### src/rtl/tmr_out_pkg.sv
package tmr_out_pkg;
  typedef enum logic [1:0] {
    REG_STATE = 2'd0,
    REG_EN    = 2'd1,
    REG_POL   = 2'd2,
    REG_MODE  = 2'd3
  } reg_sel_e;
endpackage

### src/rtl/tmr_out_wdec.sv
module tmr_out_wdec #(
  parameter int NUM_CH = 8
) (
  input  logic              wr_valid_i,
  input  logic [1:0]        wr_reg_i,
  input  logic [NUM_CH-1:0] wr_mask_i,
  output logic [NUM_CH-1:0] st_we_o,
  output logic [NUM_CH-1:0] en_we_o,
  output logic [NUM_CH-1:0] pol_we_o,
  output logic [NUM_CH-1:0] mode_we_o
);
  import tmr_out_pkg::*;

  logic [NUM_CH-1:0] gated;
  assign gated = wr_valid_i ? wr_mask_i : '0;

  always_comb begin
    st_we_o   = '0;
    en_we_o   = '0;
    pol_we_o  = '0;
    mode_we_o = '0;
    unique case (reg_sel_e'(wr_reg_i))
      REG_STATE: st_we_o   = gated;
      REG_EN:    en_we_o   = gated;
      REG_POL:   pol_we_o  = gated;
      REG_MODE:  mode_we_o = gated;
      default:   ;
    endcase
  end
endmodule

### src/rtl/tmr_out_chan.sv
module tmr_out_chan (
  input  logic clk_i,
  input  logic rst_ni,
  input  logic st_we_i,
  input  logic en_we_i,
  input  logic pol_we_i,
  input  logic mode_we_i,
  input  logic wdata_i,
  input  logic chan_evt_i,
  input  logic per_evt_i,
  output logic st_o,
  output logic en_o,
  output logic pol_o,
  output logic mode_o,
  output logic pin_o
);
  logic st_q, en_q, pol_q, mode_q, st_nxt;

  // events act on pre-write register values
  always_comb begin
    st_nxt = st_q;
    if (!en_q) begin
      if (st_we_i) st_nxt = wdata_i;
    end else if (mode_q) begin
      if (chan_evt_i)     st_nxt = 1'b0;  // clear wins over set
      else if (per_evt_i) st_nxt = 1'b1;
    end else if (chan_evt_i) begin
      st_nxt = ~st_q;
    end
  end

  always_ff @(posedge clk_i or negedge rst_ni) begin
    if (!rst_ni) begin
      st_q   <= 1'b0;
      en_q   <= 1'b0;
      pol_q  <= 1'b0;
      mode_q <= 1'b0;
    end else begin
      st_q <= st_nxt;
      if (en_we_i)   en_q   <= wdata_i;
      if (pol_we_i)  pol_q  <= wdata_i;
      if (mode_we_i) mode_q <= wdata_i;
    end
  end

  assign pin_o  = st_q ^ (mode_q & pol_q);
  assign st_o   = st_q;
  assign en_o   = en_q;
  assign pol_o  = pol_q;
  assign mode_o = mode_q;
endmodule

### src/rtl/tmr_out_ctrl.sv
module tmr_out_ctrl #(
  parameter int NUM_CH = 8
) (
  input  logic              clk_i,
  input  logic              rst_ni,
  input  logic              wr_valid_i,
  input  logic [1:0]        wr_reg_i,
  input  logic [NUM_CH-1:0] wr_mask_i,
  input  logic [NUM_CH-1:0] wr_data_i,
  input  logic [NUM_CH-1:0] chan_evt_i,
  input  logic [NUM_CH-1:0] per_evt_i,
  output logic [NUM_CH-1:0] pin_o
);
  logic [NUM_CH-1:0] st_we, en_we, pol_we, mode_we;
  logic [NUM_CH-1:0] st_q, en_q, pol_q, mode_q;

  tmr_out_wdec #(.NUM_CH(NUM_CH)) u_wdec (
    .wr_valid_i (wr_valid_i),
    .wr_reg_i   (wr_reg_i),
    .wr_mask_i  (wr_mask_i),
    .st_we_o    (st_we),
    .en_we_o    (en_we),
    .pol_we_o   (pol_we),
    .mode_we_o  (mode_we)
  );

  for (genvar i = 0; i < NUM_CH; i++) begin : g_ch
    tmr_out_chan u_chan (
      .clk_i      (clk_i),
      .rst_ni     (rst_ni),
      .st_we_i    (st_we[i]),
      .en_we_i    (en_we[i]),
      .pol_we_i   (pol_we[i]),
      .mode_we_i  (mode_we[i]),
      .wdata_i    (wr_data_i[i]),
      .chan_evt_i (chan_evt_i[i]),
      .per_evt_i  (per_evt_i[i]),
      .st_o       (st_q[i]),
      .en_o       (en_q[i]),
      .pol_o      (pol_q[i]),
      .mode_o     (mode_q[i]),
      .pin_o      (pin_o[i])
    );
  end
endmodule

### config.mk
export PLATFORM = sky130hd
export DESIGN_NAME = tmr_out_ctrl
export DESIGN_NICKNAME = d
export VERILOG_FILES = /design/src/rtl/tmr_out_pkg.sv /design/src/rtl/tmr_out_wdec.sv /design/src/rtl/tmr_out_chan.sv /design/src/rtl/tmr_out_ctrl.sv
export SDC_FILE = /design/constraint.sdc
export NUM_CORES = 1
export LEC_CHECK = 0
export CORE_MARGIN = 2
export CORE_UTILIZATION = 45
export CTS_BUF_LIST = sky130_fd_sc_hd__clkbuf_8
export DETAILED_ROUTE_END_ITERATION = 8
export GPL_TIMING_DRIVEN = 0
export PLACE_DENSITY = 0.77
export SKIP_LAST_GASP = 1
export SLEW_MARGIN = 15
export SYNTH_ARGS = -nofsm -noshare
export SYNTH_HDL_FRONTEND = slang
export SYNTH_SLANG_ARGS = --single-unit
### constraint.sdc
create_clock -name clk_i -period 0.9 [get_ports clk_i]
set_input_delay 0.225 -clock clk_i [delete_from_list [all_inputs] [get_ports clk_i]]
set_output_delay 0.225 -clock clk_i [all_outputs]
set_load 0.01 [all_outputs]
==> metrics.cfg <==
[run_status]
status=complete, but fails checks
violations=negative hold slack, negative setup slack

[detailed_routing]
wl_met1_um=2230
top_layer=met4
first_pass_iters=4
route.detailed.drc=0
final_antenna_net_count=0
wl_met3_um=183
routedWlPerCell_um=18.4
drt-initial-drc-count=41
vias=1566
totalWireLength_um=5210
vias_per_cell=5.53
wl_met2_um=2690

[worst_setup_path]
crit_end=pin_o[6]
r2r_end=g_ch[6].u_chan.st_o
timing.rr.start=g_ch[6].u_chan.mode_o
worst-setup-path-type=reg2out
crit_path_end_kind=primary output
path_cells=xnor2_2 > buf_2
worst_ep_arrival_time_ns=1.08
crit_path_start_kind=register
required_ns=0.67
r2r_cells=6
crit_fanout=4
crit_slowest_cell=dfrtp_2
max_stage_delay_ns=0.45
rrSetupSlack_ns=-0.35
startpoint=g_ch[6].u_chan.st_o

[layout]
drive_gt1_share_pct=48.5
fin_area_um2=3010
antenna_cells=0
fin_util_pct=75.9
num-nets-final=269
area_delta_synth_final_pct=63.8

[power]
finalPower_mw=6.52
switching_share_pct=31.6
pwr-share-comb_pct=44.1
seqPwrFrac_pct=34.7
switching_power_mw=2.06
power.density_nw_per_um2=2160
p_int_mw=4.46
power_frac_clock_pct=21.2
p_leak_nw=1.35
ir_worst_vdd_v=0.00143

[timing]
relSlewSlack_pct=51.3
rsz0062_at_grt=true
whs_ns=-0.0177
fin_ws_ns=-0.408
skew_ns=0.00928
hold_viol=26
setup_viol=36
fin_crit_ns=1.31
fmaxAchievable_mhz=764
drv_slew=0
max_slew.worst_pin.slew_ns=0.731
period_share_pct=145

[floorplan]
die_h_um=67.9
core_um2=3970
rows=23
die_area_um2=4610
start_util_pct=46.3
die_w_um=67.9
ios=45

[global_routing]
grt_overflow=0
antenna_found_initial=0
first_global_vias=1656
grt.total_usage_pct=22.9
grt_pass1_wl_um=7810
grt_start_max_net_pins=33

[synthesis]
synth_warnings=0
syn_area_um2=1840
synth.avg_cell_area_um2=11.3
syn_inst=163
synth_nets=200
synth_cell_types=16
synth-seq-area-share_pct=43.5
synth_seq_cells=32

[clock_tree]
cts_root_buf=clkbuf_8
cts_inserted_buffers=5
clock_path_buffers=2
clk_latency_ns=0.29
clk_pin_slew_worst_paths_ns=0.07
clkSinkCount=32
htree_levels=2
cts_tree=done

[placed_design]
hpwl_um=3080
pre_cts_slack_ns=-0.824
io_buffers=44
placed_area_um2=2530
gp_congestion=0.749

[flow_run]
drv_cap=0

[worst_hold_path]
worst_hold_path_type=in2async

cell usage after synthesis (all sizes together):
cell type | number | area, um2
a211o | 8 | 70.1
and2b | 2 | 15.0
and4bb | 8 | 100
mux2i | 16 | 160
nand2 | 16 | 60.1
nand3 | 24 | 120
buf | 15 | 119
mux2 | 24 | 270
o21ai | 8 | 40.0
clkbuf | 1 | 5.00
and2 | 1 | 8.76
xnor2 | 8 | 70.1
dfrtp | 32 | 801
kinds of logic after synthesis:
group                     share of synthesized area [%]
AOI/OAI and AO/OA                                  5.99
xor gates and xnor gates                           3.81
buffers and inverters                              6.73
DFF                                                43.5
muxes                                              23.4
and+or+nand+nor                                    16.5
area by class of cell:
class,instances,area (um2)
timing repair buffer,71,719
buffer,7,93.8
clock inverter,3,38.8
multi-input combinational,115,1230
clock buffer,5,68.8
fill,244,958
sequential,32,802
tap,50,62.6
per-layer routing:
| layer | GRT usage, % | vias up |
|---|---|---|
| met5 | 0 | - |
| met4 | 11.3 | 0 |
| met3 | 4.28 | 13 |
| met2 | 39.0 | 33 |
| met1 | 27.8 | 798 |
| li1 | - | 722 |
worst max-delay path: cells and delay by family, from the launching register on:
| family | cells | cell delay, ns |
|---|---|---|
| xor gates and xnor gates | 1 | 0.19 |
| DFF | 1 | 0.45 |
| buffers and inverters | 1 | 0.16 |
registers in the layout, summed over array words and instances, names as in the netlist:
signal,cells
g_ch.u_chan.en_o,8
g_ch.u_chan.mode_o,8
g_ch.u_chan.st_o,8
g_ch.u_chan.pol_o,8
metrics by stage:
stage               setup TNS, ns  cells
CTS                         -4.91    280
finish                      -5.72    283
detailed placement         -29.84    257
global route                -6.67    283
global placement           -60.39    257
floorplan                   -5.41    163
what timing repair did:
action	in CTS	in global routing
setup buffers	21	7
endpoints found under the setup margin	40	38
gates cloned	3	0
pin swaps	29	13
resized for setup	83	32
hold buffers	0	0
power groups by stage:
stage | combinational, mW | clock, mW | sequential, mW
2_1_floorplan | 1.55 | 0 | 2.19
3_3_place_gp | 2.31 | 0 | 2.25
3_5_place_dp | 2.40 | 0 | 2.30
4_1_cts | 2.61 | 1.38 | 2.20
5_1_grt | 3.08 | 1.46 | 2.31
6_report | 2.88 | 1.38 | 2.26
worst min-delay path by stage:
stage / to / slack (ns) / depth (start not counted)
floorplan: g_ch[0].u_chan.en_o / -0.07 / 0
global placement: g_ch[1].u_chan.st_o / 0.46 / 1
detailed placement: g_ch[0].u_chan.pol_o / 0.32 / 1
CTS: g_ch[0].u_chan.pol_o / 0.006 / 1
global route: g_ch[7].u_chan.st_o / 0.03 / 1
finish: g_ch[7].u_chan.st_o / -0.02 / 1
layout by cell type (no fill, tap or decap), types with 2 or more instances in the layout:
master,instances
and2b_1,2
buf_2,8
mux2i_1,16
mux2_4,24
a211o_1,8
clkbuf_8,6
o21ai_1,4
nand3_2,9
nand2_2,2
nand2_1,14
nand3_1,3
buf_6,21
dfrtp_1,31
dlygate4sd2_1,8
and4bb_2,8
nand3_4,12
clkdlybuf4s50_1,24
xnor2_1,5
o21ai_0,4
xnor2_2,3
bufbuf_16,2
buf_8,4
buf_4,9
(Power assumes the default switching activity.)
